`src/rtl/mdm_move_unit.sv`:
```
module mdm_move_unit #(
  parameter int W     = 128,
  parameter int DEPTH = 1024,
  localparam int AW   = (DEPTH > 1) ? $clog2(DEPTH) : 1
) (
  input  logic          clk,
  input  logic          rst_n,
  input  logic          go,
  input  logic [2:0]    src_sel,
  input  logic [2:0]    dst_sel,
  input  logic [1:0]    mask_sel,
  input  logic          set_valid,
  input  logic [AW-1:0] abs_addr,
  input  logic          step_down,
  input  logic [W-1:0]  host_wdata,
  input  logic [W-1:0]  mem_rdata,
  output logic [AW-1:0] mem_addr,
  output logic          mem_we,
  output logic [W-1:0]  mem_wdata,
  output logic [W-1:0]  mem_wbe,
  output logic          mem_valid_we,
  output logic [W-1:0]  host_rdata,
  output logic [AW-1:0] addr_reg
);

  localparam logic [2:0] SEL_CMP = 3'd0, SEL_MK1 = 3'd1, SEL_MK2 = 3'd2,
                         SEL_HOST = 3'd3, SEL_MAR = 3'd4, SEL_MABS = 3'd5;
  localparam logic [AW-1:0] TOP = AW'(DEPTH - 1);

  logic [W-1:0]  cmp_q, mk1_q, mk2_q, src_word, mask_vec;
  logic [AW-1:0] base, stepped;
  logic          src_ok, dst_ok, src_mem, dst_mem, act, mem_op, masked;

  assign src_ok  = src_sel <= SEL_MABS;
  assign dst_ok  = dst_sel <= SEL_MABS;
  assign src_mem = src_ok && src_sel >= SEL_MAR;
  assign dst_mem = dst_ok && dst_sel >= SEL_MAR;
  assign act     = go && src_ok && dst_ok && (src_sel != dst_sel) && !(src_mem && dst_mem);
  assign mem_op  = act && (src_mem || dst_mem);
  assign masked  = (src_mem && dst_sel == SEL_CMP) || (src_sel == SEL_CMP && dst_mem);

  assign base     = (src_sel == SEL_MABS || dst_sel == SEL_MABS) ? abs_addr : addr_reg;
  assign mem_addr = base;
  assign stepped  = step_down ? ((base == '0) ? TOP : base - 1'b1)
                              : ((base == TOP) ? '0 : base + 1'b1);

  always_comb begin
    case (src_sel)
      SEL_CMP:  src_word = cmp_q;
      SEL_MK1:  src_word = mk1_q;
      SEL_MK2:  src_word = mk2_q;
      SEL_HOST: src_word = host_wdata;
      default:  src_word = mem_rdata;
    endcase
  end

  always_comb begin
    mask_vec = '0;
    if (masked && mask_sel == 2'd1) mask_vec = mk1_q;
    if (masked && mask_sel == 2'd2) mask_vec = mk2_q;
  end

  assign mem_we       = act && dst_mem;
  assign mem_wdata    = src_word;
  assign mem_wbe      = ~mask_vec;
  assign mem_valid_we = mem_we && set_valid;

  always_ff @(posedge clk or negedge rst_n) begin
    if (!rst_n) begin
      cmp_q      <= '0;
      mk1_q      <= '0;
      mk2_q      <= '0;
      host_rdata <= '0;
      addr_reg   <= '0;
    end else begin
      if (act && dst_sel == SEL_CMP)  cmp_q <= (cmp_q & mask_vec) | (src_word & ~mask_vec);
      if (act && dst_sel == SEL_MK1)  mk1_q <= src_word;
      if (act && dst_sel == SEL_MK2)  mk2_q <= src_word;
      if (act && dst_sel == SEL_HOST) host_rdata <= src_word;
      if (mem_op) addr_reg <= stepped;
    end
  end

endmodule


```
`config.mk`:
```
export PLATFORM = sky130hd
export DESIGN_NAME = mdm_move_unit
export DESIGN_NICKNAME = d
export VERILOG_FILES = /design/src/rtl/mdm_move_unit.sv
export SDC_FILE = /design/constraint.sdc
export NUM_CORES = 1
export LEC_CHECK = 0
export BUFFER_PORTS_ARGS = -buffer_cell sky130_fd_sc_hd__buf_2
export CAP_MARGIN = 20
export CORE_ASPECT_RATIO = 0.6
export CORE_MARGIN = 1.5
export CORE_UTILIZATION = 45
export DETAILED_ROUTE_END_ITERATION = 6
export PLACE_DENSITY_LB_ADDON = 0.25
export SLEW_MARGIN = 30
export SYNTH_ARGS = -nofsm -noshare
export SYNTH_HDL_FRONTEND = slang
export SYNTH_SLANG_ARGS = --single-unit
```
`constraint.sdc`:
```
create_clock -name clk -period 2.54 [get_ports clk]
set_input_delay 0.508 -clock clk [delete_from_list [all_inputs] [get_ports clk]]
set_output_delay 0.508 -clock clk [all_outputs]
set_load 0.02 [all_outputs]
```
; Yosys cells after proc, flatten, opt, wreduce, memory -nomap -nowiden
; Cells that the tools add are included.
[word_totals]
wordCells = 59
regBits = 522
[classes]
n_lt_le_gt_ge = 4
eq_ne = 12
reduce_logical = 25
mux = 7
addsub = 2
n_bitwise = 4
[ops]
columns = op, count
row1 = one-hot mux 128 bit (4 select lines), 1
row2 = AND 128 bit, 2
row3 = 2-to-1 mux 128 bit, 2
row4 = inverter 128 bit, 1
row5 = OR 128 bit, 1
row6 = 2-to-1 mux 10 bit, 4
row7 = logical AND 1 bit, 18
row8 = equality test 3 x 2 -> 1 bit (second input constant), 4
row9 = adder 10 x 1 -> 10 bit (second input constant), 1
row10 = equality test 10 bit (second input constant), 1
row11 = logical NOT 10 bit, 1
row12 = subtractor 10 x 1 -> 10 bit (second input constant), 1
row13 = equality test 3 x 1 -> 1 bit (second input constant), 2
row14 = equality test 3 bit (second input constant), 2
row15 = >= comparator 3 bit (second input constant), 2
row16 = <= comparator 3 bit (second input constant), 2
row17 = logical NOT 3 bit, 2
row18 = logical OR 1 bit, 3
row19 = inequality test 3 bit, 1
row20 = equality test 2 x 1 -> 1 bit (second input constant), 1
row21 = equality test 2 bit (second input constant), 1
row22 = logical NOT 1 bit, 1

; Depth between registers and ports, before layout
; Gate-level depths: netlist of the first run.
[logic_depth]
ltp_word = 10
ltp_mapped = 14
ltp_nobuf = 10

; Worst setup path before layout of the first run
; No wires, ideal clock.
[synth_timing]
path_type = in2reg
start = input src_sel[0]
end = register addr_reg[8]
cell_stages = 13
slack_ps = -635
required_ps = 2415
n_path_buf = 4
t_arrival_ps = 3050
path_cell_list = buf_2 > and3b_1 > clkbuf_1 > nor2_2 > buf_4 > buf_2 > mux2i_1 > ha_1 > or3b_1 > mux2i_4 > a41oi_1 > xnor2_1 > mux2_2
[synth_via]
elab_chain_cells = 6
elab_cells_between_ends = 22
[synth_rtl]
columns = item, line_no
row1 = "start, declared", 9  ; input logic [2:0] src_sel,
row2 = equality test 3 bit (tied with other cells), 42  ; assign base = (src_sel == SEL_MABS || dst_sel == SEL_MABS) ? abs_addr : addr_reg;
row3 = logical OR 1 bit (tied with other cells), 42
row4 = 2-to-1 mux 10 bit / logical AND 1 bit (equally long branches), "42, 38"
row5 = adder 10 x 1 -> 10 bit (tied with other cells), 45  ; : ((base == TOP) ? '0 : base + 1'b1);
row6 = 2-to-1 mux 10 bit (tied with other cells), 45
row7 = 2-to-1 mux 10 bit / logical AND 1 bit (equally long branches), "44, 39"
row8 = "end signal, assigned", 80  ; if (mem_op) addr_reg <= stepped;
row9 = "end, declared", 23  ; output logic [AW-1:0] addr_reg
; Parallel ways exist; a longest one is shown, timed or not.
; A chain may end at the register's enable or synchronous reset.

; Final worst setup path of the first run
[layout_timing]
start = input src_sel[1]
end = output mem_wbe[51]
[layout_via]
elab_chain_cells = 8
elab_cells_between_ends = 12
[layout_rtl]
columns = item, line_no
row1 = <= comparator 3 bit / >= comparator 3 bit (equally long branches), "34, 36"
row2 = logical AND 1 bit, 36  ; assign src_mem = src_ok && src_sel >= SEL_MAR;
row3 = logical AND 1 bit, 40  ; assign masked = (src_mem && dst_sel == SEL_CMP) || (src_sel == SEL_CMP && dst_mem);
row4 = logical OR 1 bit *, 40
row5 = logical AND 1 bit, 59  ; if (masked && mask_sel == 2'd1) mask_vec = mk1_q;
row6 = 2-to-1 mux 128 bit, 59
row7 = 2-to-1 mux 128 bit *, 60  ; if (masked && mask_sel == 2'd2) mask_vec = mk2_q;
row8 = inverter 128 bit *, 65  ; assign mem_wbe = ~mask_vec;
row9 = "end, declared", 20  ; output logic [W-1:0] mem_wbe,
; Mark *: on every way between the ends. The rest lies on a longest branch, timed or not.

==> results.sh, run 1 <==
export IMPL_path_clk_slew_ns=0.06
export IMPL_drv_cap=0
export IMPL_syn_inst=2441
export IMPL_cpMaxStageDelayCell="or3_4"
export IMPL_finalCriticalPeriod_ns=2.826
export IMPL_root_buffer="clkbuf_16"
export IMPL_initial_utilization=0.4573
export IMPL_yosys_area_top_type="dfrtp_1"
export IMPL_path_max_fanout=6
export IMPL_synth_top_cell_area_share=0.4809
export IMPL_coreArea_sq_um=59400
export IMPL_io_pins=685
export IMPL_synthFlopType="dfrtp_1"
export IMPL_synthAdderAreaFrac=0.0009212
export IMPL_max_slew_margin_rel=0.6225
export IMPL_max_freq_ghz=0.3539
export IMPL_synth_nets=2722
export IMPL_synth_cell_types=58
export IMPL_synthMuxAreaShare=0.2120
export IMPL_remaining_drc_errors=0
export IMPL_grt_pass1_wl_um=156300
export IMPL_cts_path_max_buffers=3
export IMPL_rsz0062_at_grt="true"
export IMPL_vias_per_cell=6.002
export IMPL_ys_seq_area_frac=0.4809
export IMPL_slowest_delay_ns=0.42
export IMPL_detailed_place_hpwl_um=69410
export IMPL_drt_pass1_iterations=5
export IMPL_status="complete, but fails checks"
export IMPL_worstSetupPathType="input pin to output pin"
export IMPL_crit_top_cell="buf_6"
export IMPL_ir_drop_uv=639.2
export IMPL_die_y_um=193.3
export IMPL_area_delta_synth_final_pct=51.26
export IMPL_synth_top_family_by_area="multiplexers"
export IMPL_yosysWarnings=0
export IMPL_die_w_um=320.2
export IMPL_htree_levels=2
export IMPL_wl_per_cell_um=24.74
export IMPL_first_iter_violations=2560
export IMPL_final_cells=4450
export IMPL_grt_max_degree=105
export IMPL_p_leak_nw=19.34
export IMPL_die_area_sq_um=61900
export IMPL_drv_slew=0
export IMPL_fill_cells=4095
export IMPL_fin_crit_sh=1.113
export IMPL_power_total_w=0.03268
export IMPL_syn_avg_cell_area_sq_um=11.13
export IMPL_clock_skew_ns=0.01990
export IMPL_cts_sinks=522
export IMPL_failed_checks="setup timing"
export IMPL_worst_slew_pin_slew_ns=0.5663
export IMPL_netlist_area_sq_um=27160
export IMPL_wirelength_um=110100
export IMPL_cp_arrival_ns=2.32
export IMPL_grt_pass1_vias=25798
export IMPL_synthArstFlopShare=1.000
export IMPL_synth_compound_area_share=0.1768
export IMPL_antenna_found_initial=14
export IMPL_gp_congestion=0.9483
export IMPL_p_per_area_nw_per_um2=795.3
export IMPL_crit_chain="buf_6 > buf_4 > or3_4 > nor3b_4 > buf_6 > bufbuf_16 > a22oi_2 > buf_2"
export IMPL_netlist_top_cells_area="dfrtp_1, mux4_2, mux2i_1"
export IMPL_synth_edff_count=0
export IMPL_fin_nets=3904
export IMPL_crit_path_end_kind="output pin"
export IMPL_start_kind="input pin"
export IMPL_cts_buffers=52
export IMPL_yosys_area_share_simple=0.07102
export IMPL_synth_xor_area_frac=0.003869
export IMPL_insertion_delay_ns=0.61
export IMPL_drive_gt1_frac=0.5380
export IMPL_finalWorstSetupSlack_ns=-0.2859
export IMPL_cts_tree="done"
export IMPL_track_usage=0.3239
export IMPL_hold_violations=0
export IMPL_drtAntennaViolNets=0
export IMPL_final_setup_viol_count=208
export IMPL_io_buffers=684
export IMPL_post_place_cells=4043
export IMPL_min_path_type="input pin to flip-flop"
export IMPL_required_ns=2.03
export IMPL_grt_overflow_total=0
export IMPL_ys_seq_elements=522
export IMPL_vias=26710
export IMPL_place_ws_ns=-0.2783
export IMPL_rows=69
[power by group]
part / internal [W] / total [W] / switching, W
Sequential: 0.0108 / 0.0132 / 0.00246
Combinational: 0.00568 / 0.0115 / 0.00584
Clock: 0.00446 / 0.00794 / 0.00347
Total: 0.0209 / 0.0327 / 0.0118
[synth_stat cells (3+ instances only)]
library cell,number
a221oi_2,70
mux2_2,24
a211oi_1,4
a22oi_1,133
buf_6,11
a221oi_1,60
mux2_1,108
buf_1,32
buf_4,5
clkbuf_1,100
o21ai_0,268
mux2i_1,135
nor3_1,9
nand3_1,7
and3_1,7
dfrtp_1,522
clkbuf_4,5
buf_2,57
o31ai_1,4
mux4_2,128
nand2_1,282
a21oi_1,141
xnor2_1,9
inv_1,134
xor2_1,3
nand3b_1,3
nor2_1,138
[logic make-up after synthesis]
logic type / Yosys count
AO/OA/AOI/OAI: 694
flip-flops: 522
AND/OR/NAND/NOR: 470
multiplexers: 397
buffers and inverters: 344
XOR/XNOR: 12
adder cells (fa/ha/maj): 2
[worst max-delay path: cells and delay by family]
| family | cells | cell delay (ns) |
|---|---|---|
| and+or+nand+nor | 2 | 0.77 |
| AOI/OAI and AO/OA | 1 | 0.09 |
| buffers and inverters | 5 | 0.93 |
[what timing repair did]
item,CTS,global route
hold buffers,1,0
hold endpoints to repair,20,0
setup endpoints to repair,247,260
cloned,21,13
buffers inserted,97,188
pin swaps,14,30
resized for setup,199,438
[cells in the final DEF, fill, tap and decap left out, drive strengths merged, types with 133 or more instances in the layout]
| cell type | Yosys | final |
|---|---|---|
| mux2i | 136 | 136 |
| dfrtp | 522 | 522 |
| a21oi | 141 | 141 |
| inv | 134 | 137 |
| nand2 | 282 | 282 |
| buf | 105 | 1323 |
| o21ai | 269 | 269 |
| nor2 | 139 | 139 |
| mux2 | 133 | 133 |
| a22oi | 133 | 133 |
[worst paths after layout]
path / startpoint / to / slack, ns / depth (start not counted)
min in group asynchronous: rst_n / mk2_q[114] / 0.39 / 2
max reg2reg: addr_reg[0] / addr_reg[9] / 0.31 / 9
min reg2reg: host_rdata[74] / host_rdata[74] / 0.48 / 2
min: mem_rdata[66] / flip-flop / 0.27 / 4
max: src_sel[1] / mem_wbe[51] / -0.29 / 8
max in group asynchronous: rst_n / mk1_q[73] / 1.24 / 3
[metal layers]
metal	part of all wire	GRT usage	wire length, um	vias up
met2	0.47	0.5083	51480	1570
met1	0.39	0.4398	42760	13400
li1	-	-	-	11334
met3	0.087	0.05999	9555	398
met5	0.00053	0	58	-
met4	0.057	0.1459	6242	8
[per-stage QoR]
step | hold WS (ns) | TNS, ns | cell area (sq um) | utilization
after global routing | 0.2644 | -41.48 | 41090 | 0.6917
after global placement | 0.4109 | -43.42 | 34410 | 0.5794
after detailed placement | 0.4162 | -49.37 | 34410 | 0.5794
final | 0.2735 | -33.17 | 41090 | 0.6918
after floorplan | 0.2124 | -2.910 | 27920 | -
after CTS | 0.2328 | -23.01 | 38170 | 0.6426
[layout make-up]
| class | instances | area (sq um) | area share |
|---|---|---|---|
| inverter | 134 | 503.0 | 0.01224 |
| antenna | 9 | 22.52 | 0.0005481 |
| tap | 781 | 977.2 | 0.02378 |
| sequential | 522 | 13110 | 0.3190 |
| clock inverter | 21 | 201.4 | 0.004903 |
| clock buffer | 70 | 1510 | 0.03675 |
| timing repair buffer | 1338 | 10820 | 0.2634 |
| multi-input combinational | 1575 | 13940 | 0.3394 |
(Power assumes the default switching activity.)
==> run 2, diff against run 1 <==
--- a/config.mk
+++ b/config.mk
@@ -5,8 +5,8 @@
 export SDC_FILE = /design/constraint.sdc
 export NUM_CORES = 1
 export LEC_CHECK = 0
+export ABC_AREA = 1
 export BUFFER_PORTS_ARGS = -buffer_cell sky130_fd_sc_hd__buf_2
-export CAP_MARGIN = 20
 export CORE_ASPECT_RATIO = 0.6
 export CORE_MARGIN = 1.5
 export CORE_UTILIZATION = 45
==> run 2 against run 1 <==
The run still ends with setup timing left. Combinational power shrank 14%. Count of clock-buffer cells in the layout grew 6. Critical path depth up 2. Area after synthesis fell by 2.3%. Critical path type unchanged. Critical endpoint is now mem_wbe[26]. Largest cell class is now registers. Largest power group unchanged.
==> results.sh, run 2 <==
export IMPL_wl_per_cell_um=21.55
export IMPL_synth_edff_count=0
export IMPL_final_cell_mix="buf_2, nand2_1, dfrtp_1"
export IMPL_grt_overflow_total=0
export IMPL_crit_path_end_kind="output pin"
export IMPL_drv_cap=0
export IMPL_drv_slew=0
export IMPL_rows=68
export IMPL_max_slew_margin_rel=0.5719
export IMPL_rsz0062_at_grt="true"
export IMPL_wl_met3_um=8905
export IMPL_worst_slew_pin_slew_ns=0.6422
export IMPL_coreArea_sq_um=57860
export IMPL_final_setup_viol_count=36
export IMPL_wl_met2_um=47120
export IMPL_synth_cell_types=39
export IMPL_synthAdderAreaFrac=0.0009427
export IMPL_failed_checks="setup timing"
export IMPL_top_layer_used="met5"
export IMPL_cts_path_max_buffers=3
export IMPL_insertion_delay_ns=0.59
export IMPL_worstSetupPathType="input pin to output pin"
export IMPL_cp_arrival_ns=2.16
export IMPL_gp_congestion=0.9320
export IMPL_yosys_top_cells_count="nand2_1, dfrtp_1, inv_1"
export IMPL_finalWorstSetupSlack_ns=-0.1272
export IMPL_fin_nets=4315
export IMPL_remaining_drc_errors=0
export IMPL_place_ws_ns=-0.2248
export IMPL_cts_tree="done"
export IMPL_start_kind="input pin"
export IMPL_ys_seq_area_frac=0.4921
export IMPL_yosys_area_top_type="dfrtp_1"
export IMPL_finalCriticalPeriod_ns=2.667
export IMPL_final_cells=4849
export IMPL_drt_pass1_iterations=6
export IMPL_cts_buffers=51
export IMPL_status="complete, but fails checks"
export IMPL_detailed_place_hpwl_um=71510
export IMPL_die_area_sq_um=60500
export IMPL_ys_seq_elements=522
export IMPL_area_delta_synth_final_pct=38.60
export IMPL_required_ns=2.03
export IMPL_yosysMostFrequentCell="nand2_1"
export IMPL_grt_max_degree=88
export IMPL_p_per_area_nw_per_um2=831.3
export IMPL_vias=27509
export IMPL_path_max_fanout=62
export IMPL_synth_nets=3417
export IMPL_vias_per_cell=5.673
export IMPL_track_usage=0.3181
export IMPL_p_leak_nw=17.73
export IMPL_first_iter_violations=2758
export IMPL_syn_inst=3136
export IMPL_initial_utilization=0.4588
export IMPL_clock_skew_ns=0.01320
export IMPL_synth_top_family_by_area="compound AO/OA/AOI/OAI gates"
export IMPL_yosysWarnings=0
export IMPL_power_total_w=0.03058
export IMPL_htree_levels=2
export IMPL_grt_pass1_vias=26007
export IMPL_drtAntennaViolNets=0
export IMPL_synth_top_cell_area_share=0.4921
export IMPL_ir_drop_uv=639.2
export IMPL_io_buffers=684
export IMPL_cts_sinks=522
export IMPL_postPlaceCellArea_sq_um=33260
export IMPL_met1_length_um=44770
export IMPL_die_y_um=191.1
export IMPL_synthMuxAreaShare=0.05430
export IMPL_io_pins=685
export IMPL_root_buffer="clkbuf_16"
export IMPL_fin_crit_sh=1.050
export IMPL_yosys_area_share_simple=0.1638
export IMPL_wirelength_um=104500
export IMPL_min_path_type="input pin to flip-flop"
export IMPL_synthArstFlopShare=1.000
export IMPL_grt_pass1_wl_um=150100
export IMPL_die_w_um=316.5
export IMPL_fin_area_sq_um=36790
export IMPL_fin_tns_setup_ns=-1.906
export IMPL_path_clk_slew_ns=0.07
export IMPL_netlist_top_cells_area="dfrtp_1, nand2_1, o21ai_0"
export IMPL_post_place_cells=4724
export IMPL_synth_xor_area_frac=0.0006599
export IMPL_synth_compound_area_share=0.1895
export IMPL_layout_commonest_cell="buf_2"
export IMPL_hold_violations=0
export IMPL_max_freq_ghz=0.3749
export IMPL_antenna_found_initial=8
export IMPL_drive_gt1_frac=0.3671
export IMPL_synthFlopType="dfrtp_1"
export IMPL_syn_avg_cell_area_sq_um=8.464
export IMPL_netlist_area_sq_um=26540
## run 2: cells by family after synthesis
logic type / after synthesis
AND/OR/NAND/NOR: 1071
AO/OA/AOI/OAI: 790
buffers and inverters: 621
flip-flops: 522
multiplexers: 128
XOR/XNOR: 2
adder cells (fa/ha/maj): 2
## run 2: through the flow
step	util	hold slack [ns]
floorplan	-	0.2124
global placement	0.5749	0.4663
detailed placement	0.5749	0.4832
CTS	0.6082	0.1601
global route	0.6359	0.1883
finish	0.6359	0.1937
## run 2: cell type report
cell class / count / area (sq um)
Tap cell: 770 / 963.4
Inverter: 418 / 1577
Clock inverter: 16 / 232.7
Clock buffer: 76 / 1503
Timing Repair Buffer: 1047 / 7342
Antenna cell: 6 / 15.01
Sequential cell: 522 / 13060
Fill cell: 4836 / 21060
Multi-Input combinational cell: 1994 / 12100
## run 2: worst max-delay path, stage by stage
cell and delay, ns:
buf_8 0.11, nor2_4 0.11, nand2_2 0.07, o21ai_2 0.14
buf_6 0.17, nand3_4 0.12, buf_16 0.22, o22ai_1 0.29
inv_1 0.11, buf_2 0.17
## run 2: report_power, final
part	leakage [nW]	internal, W	total (W)	switching (W)
clock	0.855	0.00469	0.00812	0.00344
sequential	6.27	0.0110	0.0126	0.00164
combinational	10.6	0.00371	0.00984	0.00613
## run 2: final timing paths
path / cells after the start / from / slack, ns / endpoint
max: 10 / src_sel[0] / -0.13 / mem_wbe[26]
min: 3 / mem_rdata[14] / 0.19 / flip-flop
max reg2reg: 14 / addr_reg[0] / 0.60 / addr_reg[5]
min reg2reg: 1 / host_rdata[117] / 0.50 / host_rdata[117]
max in group asynchronous: 3 / rst_n / 1.09 / mk2_q[51]
min in group asynchronous: 2 / rst_n / 0.49 / host_rdata[98]
## run 2: layer usage
layer | GRT usage | up-vias
met5 | 0 | -
met1 | 0.4548 | 13414
met3 | 0.05468 | 251
li1 | - | 12369
met2 | 0.4856 | 1471
met4 | 0.1136 | 4
## run 2: timing repair
| action | CTS | global route |
|---|---|---|
| pin swaps | 3 | 20 |
| hold endpoints to repair | 45 | 0 |
| setup endpoints to repair | 36 | 207 |
| gates resized for setup | 28 | 211 |
| gates cloned | 0 | 16 |
| hold buffers | 1 | 0 |
| buffers inserted | 1 | 9 |
